[src/rtl/sram_acc_pkg.sv]
package sram_acc_pkg;

   typedef enum logic [2:0] {
      ST_IDLE,
      ST_RD,
      ST_TURN,
      ST_WR,
      ST_WREC
   } acc_state_t;

   // Nanoseconds to whole clock cycles, rounding up.
   function automatic int ns2cyc(input int ns, input int clk_ns);
      return (ns + clk_ns - 1) / clk_ns;
   endfunction

   function automatic int imax(input int a, input int b);
      return (a > b) ? a : b;
   endfunction

endpackage

[src/rtl/sram_wait_timer.sv]
module sram_wait_timer #(
   parameter int CNT_W = 4
) (
   input  logic             clk,
   input  logic             rst_n,
   input  logic             load,
   input  logic [CNT_W-1:0] load_val,
   output logic             done
);

   logic [CNT_W-1:0] cnt_q;

   // A load takes priority over counting down; the count stops at zero.
   always_ff @(posedge clk or negedge rst_n) begin
      if (!rst_n) begin
         cnt_q <= '0;
      end else if (load) begin
         cnt_q <= load_val;
      end else if (cnt_q != '0) begin
         cnt_q <= cnt_q - 1'b1;
      end
   end

   assign done = (cnt_q == '0);

endmodule

[src/rtl/sram_rd_capture.sv]
module sram_rd_capture #(
   parameter int DATA_W = 8
) (
   input  logic              clk,
   input  logic              rst_n,
   input  logic              cap,
   input  logic [DATA_W-1:0] dq_i,
   output logic [DATA_W-1:0] rd_data,
   output logic              rd_valid
);

   always_ff @(posedge clk or negedge rst_n) begin
      if (!rst_n) begin
         rd_data  <= '0;
         rd_valid <= 1'b0;
      end else begin
         rd_valid <= cap;
         if (cap) begin
            rd_data <= dq_i;
         end
      end
   end

endmodule

[src/rtl/sram_seq_fsm.sv]
module sram_seq_fsm
   import sram_acc_pkg::*;
#(
   parameter int ADDR_W   = 19,
   parameter int DATA_W   = 8,
   parameter int CNT_W    = 4,
   parameter int RD_CYC   = 9,
   parameter int TURN_CYC = 4,
   parameter int WE_CYC   = 8,
   parameter int REC_CYC  = 1
) (
   input  logic              clk,
   input  logic              rst_n,
   input  logic              req,
   input  logic              wr,
   input  logic [ADDR_W-1:0] addr,
   input  logic [DATA_W-1:0] wr_data,
   output logic              ready,
   output logic              cap,
   output logic              tmr_load,
   output logic [CNT_W-1:0]  tmr_val,
   input  logic              tmr_done,
   output logic [ADDR_W-1:0] mem_addr,
   output logic              mem_ce_n,
   output logic              mem_oe_n,
   output logic              mem_we_n,
   output logic [DATA_W-1:0] mem_dq_o,
   output logic              mem_dq_oe
);

   localparam logic [CNT_W-1:0] RD_LD   = CNT_W'(RD_CYC - 1);
   localparam logic [CNT_W-1:0] TURN_LD = CNT_W'(TURN_CYC - 1);
   localparam logic [CNT_W-1:0] WE_LD   = CNT_W'(WE_CYC - 1);
   localparam logic [CNT_W-1:0] REC_LD  = CNT_W'(REC_CYC - 1);

   acc_state_t state_q, state_d;

   assign ready = (state_q == ST_IDLE);
   assign cap   = (state_q == ST_RD) && tmr_done;

   // Next state, plus the timer reload for the phase being entered.
   always_comb begin
      state_d  = state_q;
      tmr_load = 1'b0;
      tmr_val  = '0;
      unique case (state_q)
         ST_IDLE: if (req) begin
            tmr_load = 1'b1;
            if (wr) begin
               state_d = ST_WR;
               tmr_val = WE_LD;
            end else begin
               state_d = ST_RD;
               tmr_val = RD_LD;
            end
         end
         ST_RD: if (tmr_done) begin
            state_d  = ST_TURN;
            tmr_load = 1'b1;
            tmr_val  = TURN_LD;
         end
         ST_TURN: if (tmr_done) state_d = ST_IDLE;
         ST_WR: if (tmr_done) begin
            state_d  = ST_WREC;
            tmr_load = 1'b1;
            tmr_val  = REC_LD;
         end
         ST_WREC: if (tmr_done) state_d = ST_IDLE;
         default: state_d = ST_IDLE;
      endcase
   end

   // Memory pins are all registered, so they change on clock edges only.
   always_ff @(posedge clk or negedge rst_n) begin
      if (!rst_n) begin
         state_q   <= ST_IDLE;
         mem_addr  <= '0;
         mem_ce_n  <= 1'b1;
         mem_oe_n  <= 1'b1;
         mem_we_n  <= 1'b1;
         mem_dq_o  <= '0;
         mem_dq_oe <= 1'b0;
      end else begin
         state_q <= state_d;
         unique case (state_q)
            ST_IDLE: if (req) begin
               mem_addr <= addr;
               mem_ce_n <= 1'b0;
               if (wr) begin
                  mem_we_n <= 1'b0;
                  mem_dq_o <= wr_data;
               end else begin
                  mem_oe_n <= 1'b0;
               end
            end
            ST_RD: if (tmr_done) begin
               mem_ce_n <= 1'b1;
               mem_oe_n <= 1'b1;
            end
            ST_WR: begin
               // Drive the bus one cycle into the strobe, and let go on the edge the strobe ends.
               mem_dq_oe <= !tmr_done;
               if (tmr_done) begin
                  mem_we_n <= 1'b1;
                  mem_ce_n <= 1'b1;
               end
            end
            default: ;
         endcase
      end
   end

endmodule

[src/rtl/sram_async_ctrl.sv]
module sram_async_ctrl
   import sram_acc_pkg::*;
#(
   parameter int ADDR_W     = 19,
   parameter int DATA_W     = 8,
   parameter int CLK_NS     = 8,
   parameter int T_ACC_NS   = 70,
   parameter int T_OEACC_NS = 35,
   parameter int T_CYC_NS   = 70,
   parameter int T_WP_NS    = 55,
   parameter int T_AW_NS    = 60,
   parameter int T_DS_NS    = 30,
   parameter int DS_MARGIN  = 1,
   parameter int T_REL_NS   = 25
) (
   input  logic              clk,
   input  logic              rst_n,
   input  logic              req,
   input  logic              wr,
   input  logic [ADDR_W-1:0] addr,
   input  logic [DATA_W-1:0] wr_data,
   output logic              ready,
   output logic [DATA_W-1:0] rd_data,
   output logic              rd_valid,
   output logic [ADDR_W-1:0] mem_addr,
   output logic              mem_ce_n,
   output logic              mem_oe_n,
   output logic              mem_we_n,
   output logic [DATA_W-1:0] mem_dq_o,
   output logic              mem_dq_oe,
   input  logic [DATA_W-1:0] mem_dq_i
);

   localparam int RD_CYC   = imax(imax(ns2cyc(T_ACC_NS, CLK_NS), ns2cyc(T_OEACC_NS, CLK_NS)),
                                  ns2cyc(T_CYC_NS, CLK_NS));
   localparam int TURN_CYC = imax(1, ns2cyc(T_REL_NS, CLK_NS));
   localparam int WE_CYC   = imax(imax(ns2cyc(T_WP_NS, CLK_NS), ns2cyc(T_AW_NS, CLK_NS)),
                                  1 + ns2cyc(T_DS_NS, CLK_NS) + DS_MARGIN);
   localparam int REC_CYC  = imax(1, ns2cyc(T_CYC_NS, CLK_NS) - WE_CYC);
   localparam int MAX_CYC  = imax(imax(RD_CYC, TURN_CYC), imax(WE_CYC, REC_CYC));
   localparam int CNT_W    = imax(1, $clog2(MAX_CYC + 1));

   if (ADDR_W < 1 || DATA_W < 1 || CLK_NS < 1 || DS_MARGIN < 0) begin : g_bad_cfg
      $error("sram_async_ctrl: widths and clock period must be positive");
   end

   logic             cap;
   logic             tmr_load;
   logic [CNT_W-1:0] tmr_val;
   logic             tmr_done;

   sram_wait_timer #(.CNT_W(CNT_W)) tmr_i (
      .clk      (clk),
      .rst_n    (rst_n),
      .load     (tmr_load),
      .load_val (tmr_val),
      .done     (tmr_done)
   );

   sram_seq_fsm #(
      .ADDR_W   (ADDR_W),
      .DATA_W   (DATA_W),
      .CNT_W    (CNT_W),
      .RD_CYC   (RD_CYC),
      .TURN_CYC (TURN_CYC),
      .WE_CYC   (WE_CYC),
      .REC_CYC  (REC_CYC)
   ) seq_i (
      .clk       (clk),
      .rst_n     (rst_n),
      .req       (req),
      .wr        (wr),
      .addr      (addr),
      .wr_data   (wr_data),
      .ready     (ready),
      .cap       (cap),
      .tmr_load  (tmr_load),
      .tmr_val   (tmr_val),
      .tmr_done  (tmr_done),
      .mem_addr  (mem_addr),
      .mem_ce_n  (mem_ce_n),
      .mem_oe_n  (mem_oe_n),
      .mem_we_n  (mem_we_n),
      .mem_dq_o  (mem_dq_o),
      .mem_dq_oe (mem_dq_oe)
   );

   sram_rd_capture #(.DATA_W(DATA_W)) cap_i (
      .clk      (clk),
      .rst_n    (rst_n),
      .cap      (cap),
      .dq_i     (mem_dq_i),
      .rd_data  (rd_data),
      .rd_valid (rd_valid)
   );

endmodule

[config.mk]
export PLATFORM = sky130hd
export DESIGN_NAME = sram_async_ctrl
export DESIGN_NICKNAME = d
export VERILOG_FILES = /design/src/rtl/sram_acc_pkg.sv /design/src/rtl/sram_wait_timer.sv /design/src/rtl/sram_rd_capture.sv /design/src/rtl/sram_seq_fsm.sv /design/src/rtl/sram_async_ctrl.sv
export SDC_FILE = /design/constraint.sdc
export NUM_CORES = 1
export LEC_CHECK = 0
export ABC_AREA = 1
export BUFFER_PORTS_ARGS = -buffer_cell sky130_fd_sc_hd__buf_2
export CORE_AREA = 2 2 85 87
export CTS_BUF_LIST = sky130_fd_sc_hd__clkbuf_4
export DETAILED_ROUTE_END_ITERATION = 10
export DIE_AREA = 0 0 87 89
export PLACE_DENSITY = 0.61
export SYNTH_ARGS = -nofsm -noshare
export SYNTH_HDL_FRONTEND = slang
export SYNTH_HIERARCHICAL = 1
export SYNTH_SLANG_ARGS = --single-unit
[constraint.sdc]
create_clock -name clk -period 2.2 [get_ports clk]
set_input_delay 0.44 -clock clk [delete_from_list [all_inputs] [get_ports clk]]
set_output_delay 0.44 -clock clk [all_outputs]
set_load 0.05 [all_outputs]
==> results of run 1 <==
-- layout by cell type (no fill, tap or decap), drive strengths merged --
master       count
dfrtp           44
clkbuf           6
nand3            4
o21ai            6
nor2            10
buf             83
o22ai            1
dlygate4sd3      1
xnor2            1
nand2          141
ha               1
dfstp            3
inv             17
clkinv           3
-- cells by family after synthesis --
| group | Yosys count | share of synthesized area |
|---|---|---|
| xor+xnor | 1 | 0.00435 |
| fa+ha+maj | 1 | 0.00621 |
| simple gates | 155 | 0.318 |
| buf+inv | 25 | 0.0671 |
| compound gates | 7 | 0.0180 |
| flops | 47 | 0.586 |
-- sequential cells by signal, indices dropped and copies added (netlist names) --
name	cells
seq_i/mem_addr	19
cap_i/rd_data	8
seq_i/mem_dq_o	8
tmr_i/cnt_q	4
seq_i/state_q	3
cap_i/rd_valid	1
seq_i/mem_ce_n	1
seq_i/mem_dq_oe	1
seq_i/mem_oe_n	1
seq_i/mem_we_n	1
-- metal layers --
metal  global-route usage  routed length (um)  vias to the layer above
met5                    0                   0                        -
met4               0.0298                  50                        0
met3               0.0323                 283                        6
met2                0.212                2140                       49
met1                0.151                1940                      763
li1                     -                   -                      872
-- worst min-delay path: stages --
cell     delay (ps)
buf_2            70
nand2_1          40
nand2_1          50
-- area by class of cell --
cell class	count	area [um2]
fillers	700	4180
flip-flops and latches	47	1180
multi-input cells	164	698
repair buffers	84	435
well taps	80	100
inverters	18	67.6
clock buffers	6	45.0
clock inverters	2	12.5
-- worst min-delay path by stage --
stage	end	startpoint	depth (start not counted)	slack, ps
2_1_floorplan	cap_i/rd_data[0]$_DFFE_PN0P_	rst_n	0	140
3_3_place_gp	seq_i/mem_addr[9]$_DFFE_PN0P_	rst_n	1	370
3_5_place_dp	seq_i/mem_addr[7]$_DFFE_PN0P_	rst_n	1	370
4_1_cts	seq_i/mem_addr[13]$_DFFE_PN0P_	addr[13]	3	250
5_1_grt	seq_i/mem_dq_o[4]$_DFFE_PN0P_	wr_data[4]	3	250
6_report	seq_i/mem_addr[6]$_DFFE_PN0P_	addr[6]	3	270
-- through the flow --
step                      hold WS [ps]  std cells  setup WS (ps)  area (um2)  utilization
after global routing               249        401            181        2540        0.378
after CTS                          249        401            354        2540        0.378
after detailed placement           373        392            470        2470        0.368
after floorplan                    144        236            555        2010            -
after global placement             373        392            469        2470        0.368
final                              265        401            374        2540        0.378
==> flow_metrics.py, run 1 <==
metrics = {
    "synthesis": {
        "syn_area_um2": 2010,
        "synth_fp_nets": 276,
        "synth_cells": 236,
        "ys.flop_type": "dfrtp_1",
        "async_flop_share": 1.00,
        "synth-seq-area-share": 0.586,
        "ys_warn_count": 6,
        "ys_top_cells_by_count": "138 x nand2_1, 44 x dfrtp_1, 14 x inv_1, 7 x nor2_1, 6 x o21ai_0",
        "yosys.area.top_type": "dfrtp_1",
        "synth_area_leaders": "dfrtp_1 55%, nand2_1 26%, dfstp_2 3.9%",
        "synth.most_common_cell": "nand2_1",
        "synth_area_per_cell_um2": 8.53,
        "synth_top_cell_area_share": 0.547,
        "synth.distinct_cells": 19,
        "synth-edff-count": 0,
        "synth-seq-cells": 47,
    },
    "global_route": {
        "grt_pass1_vias": 1659,
        "antenna_found_initial": 0,
        "grt_use_total": 0.122,
        "grt_pass1_wl_um": 7470,
        "overflow": 0,
        "grt_max_degree": 23,
    },
    "timing": {
        "final_hold_viol_count": 0,
        "slew_viol_final": 0,
        "skew_ps": 16.9,
        "setup_viol": 0,
        "grt_setup_unrepaired": "no",
        "tightest_slew_ps": 352,
        "fmax_ghz": 0.548,
        "period_share": 0.830,
        "tns_ps": 0,
        "relSlewSlack": 0.765,
        "period_minus_slack_ps": 1830,
    },
    "worst_setup_path": {
        "cp_num_buf_inv": 2,
        "critPathKind": "flop to primary output",
        "reg2reg_depth": 12,
        "cpMaxStageDelayCell": "dfrtp_1",
        "start_kind": "flop",
        "crit_start": "seq_i/state_q[2]$_DFFE_PN0P_",
        "critPathMaxFanout": 6,
        "r2r_end": "tmr_i/cnt_q[0]$_DFFE_PN0P_",
        "path_cells": "nor2_4, nand2_4, inv_1, buf_2",
        "critPathCapture": "ready",
        "reg2reg_slack_ps": 450,
        "cp.depth": 4,
        "crit_path_end_kind": "primary output",
        "cp.arrival_ps": 1390,
        "r2r-start": "tmr_i/cnt_q[0]$_DFFE_PN0P_",
        "required_ps": 1760,
        "crit_family": "flip-flops",
        "critPathMaxStageDelay_ps": 480,
    },
    "min_path": {
        "hp-class": "input port to flop",
    },
    "detailed_routing": {
        "ant_nets": 0,
        "vias": 1690,
        "first_pass_iters": 4,
        "wire_per_inst_um": 11.0,
        "drc_errors": 0,
        "drt_iter0_drc": 88,
        "routed_wl_um": 4410,
        "vias_per_cell": 4.21,
    },
    "cts": {
        "clkLatencyLatePin_ps": 360,
        "cts_made_buffers": 5,
        "clock_path_buffers": 2,
        "cts_repair_resize_count": 0,
        "clkTransAtPathRegs_ps": 150,
        "clock_sink_count": 47,
        "ctsHtreeMaxLevel": 2,
        "tritoncts": "built",
        "cts-root-buf": "clkbuf_4",
        "post-cts-setup-buffer-count": 0,
        "ctsHoldBuffers": 1,
    },
    "floorplan": {
        "core_area_um2": 6720,
        "ios": 80,
        "die_x_um": 87,
        "start_util": 0.300,
        "rows": 30,
        "die-area_um2": 7740,
        "die_y_um": 89,
    },
    "flow_run": {
        "cap_violations": 0,
    },
    "placement": {
        "numPortBuffers": 79,
        "place_congestion": 0.759,
        "dp_hpwl_um": 3290,
    },
    "cells_and_area": {
        "drive_gt1_frac": 0.321,
        "syn2layout_area_growth_pct": 26.1,
        "finalNetCount": 360,
        "diodes": 0,
    },
    "status": {
        "status": "completed",
    },
}
Power of run 1 is left out: the tool's default activity adds up to more than one toggle a clock period on the data nets, which glitch-free logic cannot reach.
==> run 2: changes to the inputs <==
--- a/config.mk
+++ b/config.mk
@@ -11,7 +11,7 @@
 export CTS_BUF_LIST = sky130_fd_sc_hd__clkbuf_4
 export DETAILED_ROUTE_END_ITERATION = 10
 export DIE_AREA = 0 0 87 89
-export PLACE_DENSITY = 0.61
+export PLACE_DENSITY = 0.63
 export SYNTH_ARGS = -nofsm -noshare
 export SYNTH_HDL_FRONTEND = slang
 export SYNTH_HIERARCHICAL = 1
==> constraint.sdc (replaced) <==
create_clock -name clk -period 1.5 [get_ports clk]
set_input_delay 0.3 -clock clk [delete_from_list [all_inputs] [get_ports clk]]
set_output_delay 0.3 -clock clk [all_outputs]
set_load 0.05 [all_outputs]
==> run 2 against run 1 <==
The run now ends with negative setup slack left. Final area increased by 9.7%. Wire length grew 9.7%. Setup slack lost 420 ps. Final cell count up 4.5%. Clock skew fell by 8.4 ps. Via count rose by 4.4%. Non-clock buffer count grew 17. Highest routed layer unchanged.
==> flow_metrics.py, run 2 (same netlist as run 1, synthesis figures left out) <==
metrics = {
    "worst_setup_path": {
        "reg2reg_slack_ps": 10,
        "cp.depth": 4,
        "critPathKind": "flop to primary output",
        "r2r_end": "tmr_i/cnt_q[1]$_DFFE_PN0P_",
        "critPathMaxFanout": 3,
        "cp_num_buf_inv": 2,
        "crit_family": "flip-flops",
        "required_ps": 1200,
        "reg2reg_depth": 11,
        "crit_path_end_kind": "primary output",
        "path_cells": "nor2_4, nand2_4, inv_2, buf_8",
        "crit_start": "seq_i/state_q[1]$_DFFE_PN0P_",
        "cp.arrival_ps": 1240,
        "cpMaxStageDelayCell": "dfrtp_1",
        "critPathMaxStageDelay_ps": 440,
        "start_kind": "flop",
        "r2r-start": "seq_i/state_q[1]$_DFFE_PN0P_",
    },
    "global_route": {
        "antenna_found_initial": 0,
        "grt_util_met3": 0.0379,
        "overflow": 0,
        "grt_pass1_vias": 1673,
        "grt_pass1_wl_um": 7570,
        "grt_use_total": 0.126,
        "grt_max_degree": 36,
        "gr-usage-met2": 0.203,
        "gr-max-usage-layer": "met2",
        "met1_usage": 0.163,
    },
    "timing": {
        "fmax_ghz": 0.649,
        "tightest_slew_ps": 344,
        "period_minus_slack_ps": 1540,
        "period_share": 1.03,
        "setup_slack_ps": -41.8,
        "grt_setup_unrepaired": "yes",
        "skew_ps": 8.48,
        "slew_viol_final": 0,
        "relSlewSlack": 0.771,
        "final_hold_viol_count": 0,
        "setup_viol": 1,
    },
    "floorplan": {
        "core_area_um2": 6720,
        "start_util": 0.300,
        "die_x_um": 87,
        "die-area_um2": 7740,
        "ios": 80,
        "die_y_um": 89,
        "rows": 30,
    },
    "detailed_routing": {
        "first_pass_iters": 4,
        "vias": 1765,
        "vias_per_cell": 4.21,
        "routed_wl_um": 4840,
        "wire_per_inst_um": 11.6,
        "drt_iter0_drc": 66,
        "drc_errors": 0,
        "ant_nets": 0,
    },
    "min_path": {
        "hp-start": "addr[4]",
        "holdPathStages": 3,
        "hp-class": "input port to flop",
        "hold_end": "seq_i/mem_addr[4]$_DFFE_PN0P_",
    },
    "placement": {
        "numPortBuffers": 79,
        "place_congestion": 0.757,
        "place_ws_ps": 32.3,
        "dp_hpwl_um": 3400,
    },
    "cells_and_area": {
        "final_util": 0.415,
        "drive_gt1_frac": 0.407,
        "largest_reg_flops": 19,
        "final_cell_mix": "133 x nand2_1, 75 x buf_2, 44 x dfrtp_1",
        "finalNetCount": 378,
        "fillers": 694,
        "final_common_cell": "nand2_1",
        "largest-register": "seq_i/mem_addr",
        "largestRegisters": "seq_i/mem_addr x19, cap_i/rd_data x8, seq_i/mem_dq_o x8",
        "diodes": 0,
        "syn2layout_area_growth_pct": 38.3,
    },
    "cts": {
        "clock_sink_count": 47,
        "ctsHtreeMaxLevel": 2,
        "cts-root-buf": "clkbuf_4",
        "tritoncts": "built",
        "clkTransAtPathRegs_ps": 140,
        "cts_made_buffers": 5,
        "clock_path_buffers": 2,
        "clkLatencyLatePin_ps": 360,
    },
    "status": {
        "violations": "negative setup slack",
        "status": "finished, violations left",
    },
    "flow_run": {
        "cap_violations": 0,
    },
}
run 2: changes by cell type in the layout (fill, tap and decap cells not counted), sizes merged:
cell      previous run  this run
buf                 83        98
clkbuf               6         8
clkinv               3         1
clkinvlp             0         3
run 2: worst max path at each step:
stage / slack (ps) / to
floorplan: 5 / tmr_i/cnt_q[1]$_DFFE_PN0P_
global placement: 10 / tmr_i/cnt_q[2]$_DFFE_PN0P_
detailed placement: 30 / tmr_i/cnt_q[2]$_DFFE_PN0P_
CTS: -50 / ready
global route: -100 / ready
finish: -40 / ready
run 2: stage by stage:
step                hold slack [ps]  area [um2]  TNS, ps  cells
global placement                223        2550        0    399
finish                          122        2790    -41.8    419
detailed placement              224        2550        0    399
CTS                             101        2640    -45.4    409
floorplan                      4.41        2030        0    236
global route                   82.5        2790     -227    419
run 2: final cells by class:
| class | instances | area [um2] | share of cell area |
|---|---|---|---|
| flip-flops and latches | 47 | 1180 | 0.424 |
| repair buffers | 101 | 622 | 0.223 |
| inverters | 18 | 76.3 | 0.0274 |
| repair inverters | 1 | 5.00 | 0.00180 |
| clock buffers | 6 | 45.0 | 0.0162 |
| clock inverters | 2 | 12.5 | 0.00449 |
| well taps | 80 | 100 | 0.0359 |
| multi-input cells | 164 | 744 | 0.267 |
run 2: layer usage:
| layer | wire length (um) | vias to the layer above |
|---|---|---|
| li1 | - | 911 |
| met3 | 280 | 5 |
| met4 | 61 | 0 |
| met1 | 2150 | 794 |
| met5 | 0 | - |
| met2 | 2350 | 55 |
run 2: repair_timing:
action	4_1_cts	5_1_grt
setup buffers	1	8
cloned	0	2
pin swaps	1	6
resized for setup	4	26
hold buffers	1	0
setup endpoints to repair	1	28
hold endpoints to repair	12	0
run 2: worst reg2reg max path: stages, from the launching register on:
cell and delay (ps):
dfrtp_1 440, nor2_4 160, buf_4 130, buf_4 110, nand2_2 60, nor2_4 120, inv_2 50, nand2_4 50
nand2_1 60, o21ai_0 100, nand2_1 90, o21ai_2 60
Power of run 2 is left out for the same reason.
==> run 3: changes to the inputs <==
--- a/config.mk
+++ b/config.mk
@@ -11,7 +11,8 @@
 export CTS_BUF_LIST = sky130_fd_sc_hd__clkbuf_4
 export DETAILED_ROUTE_END_ITERATION = 10
 export DIE_AREA = 0 0 87 89
-export PLACE_DENSITY = 0.63
+export PLACE_DENSITY_LB_ADDON = 0.15
+export SLEW_MARGIN = 20
 export SYNTH_ARGS = -nofsm -noshare
 export SYNTH_HDL_FRONTEND = slang
 export SYNTH_HIERARCHICAL = 1
==> run 3 against run 2 <==
The flow still finishes with violations (negative setup slack). Flip-flop and latch count did not move. Via count fell by 0.85%. Wire length fell by 1.9%. Sequential share of layout area rose by 0.68 points. Final cell count fell by 0.48%. Final area fell by 1.6%. Register-to-register slack improved by 90 ps. Die area did not move. Clock skew rose by 6.2 ps. Fmax rose by 2.8%.
==> flow_metrics.py, run 3 (same netlist as run 1, synthesis figures left out) <==
metrics = {
    "timing": {
        "period_minus_slack_ps": 1500,
        "setup_slack_ps": -0.223,
        "fmax_ghz": 0.667,
        "setup_viol": 1,
        "relSlewSlack": 0.831,
        "skew_ps": 14.7,
        "slew_viol_final": 0,
        "tns_ps": -0.223,
        "period_share": 1.00,
        "grt_setup_unrepaired": "yes",
        "whs_ps": 117,
        "final_hold_viol_count": 0,
        "tightest_slew_ps": 253,
    },
    "placement": {
        "dp_hpwl_um": 3430,
        "place_congestion": 0.805,
        "numPortBuffers": 79,
    },
    "min_path": {
        "hp-class": "input port to flop",
    },
    "detailed_routing": {
        "vias": 1750,
        "wire_per_inst_um": 11.4,
        "drc_errors": 0,
        "first_pass_iters": 4,
        "drt_iter0_drc": 53,
        "routed_wl_um": 4750,
        "vias_per_cell": 4.20,
        "ant_nets": 0,
    },
    "cells_and_area": {
        "largest_reg_flops": 19,
        "final_util": 0.408,
        "final_common_cell": "nand2_1",
        "largestRegisters": "seq_i/mem_addr x19, cap_i/rd_data x8, seq_i/mem_dq_o x8",
        "final_cell_mix": "135 x nand2_1, 75 x buf_2, 44 x dfrtp_1",
        "syn2layout_area_growth_pct": 36.2,
        "drive_gt1_frac": 0.392,
        "fillers": 707,
        "diodes": 0,
        "finalNetCount": 376,
        "largest-register": "seq_i/mem_addr",
    },
    "worst_setup_path": {
        "path_cells": "nor2_4, nand2_4, inv_2, buf_8",
        "reg2reg_slack_ps": 100,
        "required_ps": 1200,
        "critPathKind": "flop to primary output",
        "cp.depth": 4,
        "crit_path_end_kind": "primary output",
        "r2r_end": "tmr_i/cnt_q[0]$_DFFE_PN0P_",
        "critPathMaxFanout": 3,
        "cpMaxStageDelayCell": "dfrtp_1",
        "crit_family": "flip-flops",
        "start_kind": "flop",
        "cp.arrival_ps": 1200,
        "cp_num_buf_inv": 2,
        "critPathCapture": "ready",
        "r2r-start": "seq_i/state_q[1]$_DFFE_PN0P_",
        "crit_start": "seq_i/state_q[1]$_DFFE_PN0P_",
        "reg2reg_depth": 10,
        "critPathMaxStageDelay_ps": 430,
    },
    "cts": {
        "cts-root-buf": "clkbuf_4",
        "clkLatencyLatePin_ps": 360,
        "clkTransAtPathRegs_ps": 150,
        "clock_sink_count": 47,
        "ctsHtreeMaxLevel": 2,
        "cts_made_buffers": 5,
        "tritoncts": "built",
        "clock_path_buffers": 2,
    },
    "floorplan": {
        "core_area_um2": 6720,
        "die-area_um2": 7740,
        "start_util": 0.300,
        "rows": 30,
        "ios": 80,
        "die_y_um": 89,
        "die_x_um": 87,
    },
    "global_route": {
        "antenna_found_initial": 0,
        "grt_max_degree": 48,
        "overflow": 0,
        "grt_use_total": 0.133,
        "grt_pass1_wl_um": 8090,
        "grt_pass1_vias": 1767,
    },
    "status": {
        "violations": "negative setup slack",
        "status": "finished, violations left",
    },
    "flow_run": {
        "cap_violations": 0,
    },
}
[run 3: metrics by stage]
stage | cells | cell area, um2 | setup slack [ps]
after global placement | 403 | 2580 | 86.9
after detailed placement | 403 | 2580 | 47.3
after floorplan | 236 | 2030 | 4.57
final | 417 | 2740 | -0.223
after global routing | 417 | 2740 | -73.5
after CTS | 414 | 2690 | -37.1
[run 3: what timing repair did]
action | 4_1_cts | 5_1_grt
setup endpoints to repair | 1 | 19
resized for setup | 6 | 17
gates cloned | 0 | 0
hold buffers | 1 | 0
pin swaps | 2 | 5
endpoints found under the hold margin | 44 | 0
setup buffers | 2 | 3
[run 3: per-layer routing]
metal,wire length [um],GRT usage,up-vias
li1,-,-,901
met1,2170,0.174,783
met2,2140,0.210,62
met3,389,0.0434,4
met4,53,0.0426,0
met5,0,0,-
[run 3: final cells by class]
type	instances	area, um2	area share
Timing Repair Buffer	100	606	0.221
Tap cell	80	100	0.0365
Multi-Input combinational cell	164	731	0.267
Inverter	18	67.6	0.0246
Clock buffer	6	45.0	0.0164
Clock inverter	2	12.5	0.00456
Sequential cell	47	1180	0.430
[run 3: how the worst min path moves through the flow]
stage / start / cells after the start / end
finish: wr_data[3] / 3 / seq_i/mem_dq_o[3]$_DFFE_PN0P_
global route: wr_data[3] / 3 / seq_i/mem_dq_o[3]$_DFFE_PN0P_
CTS: wr_data[3] / 3 / seq_i/mem_dq_o[3]$_DFFE_PN0P_
detailed placement: rst_n / 2 / seq_i/state_q[2]$_DFFE_PN0P_
global placement: rst_n / 2 / seq_i/state_q[2]$_DFFE_PN0P_
floorplan: rst_n / 0 / cap_i/rd_data[0]$_DFFE_PN0P_
[run 3: worst min-delay path: stages]
cell	delay, ps
buf_2	70
nand2_1	40
nand2_1	50
Power of run 3 is left out for the same reason.
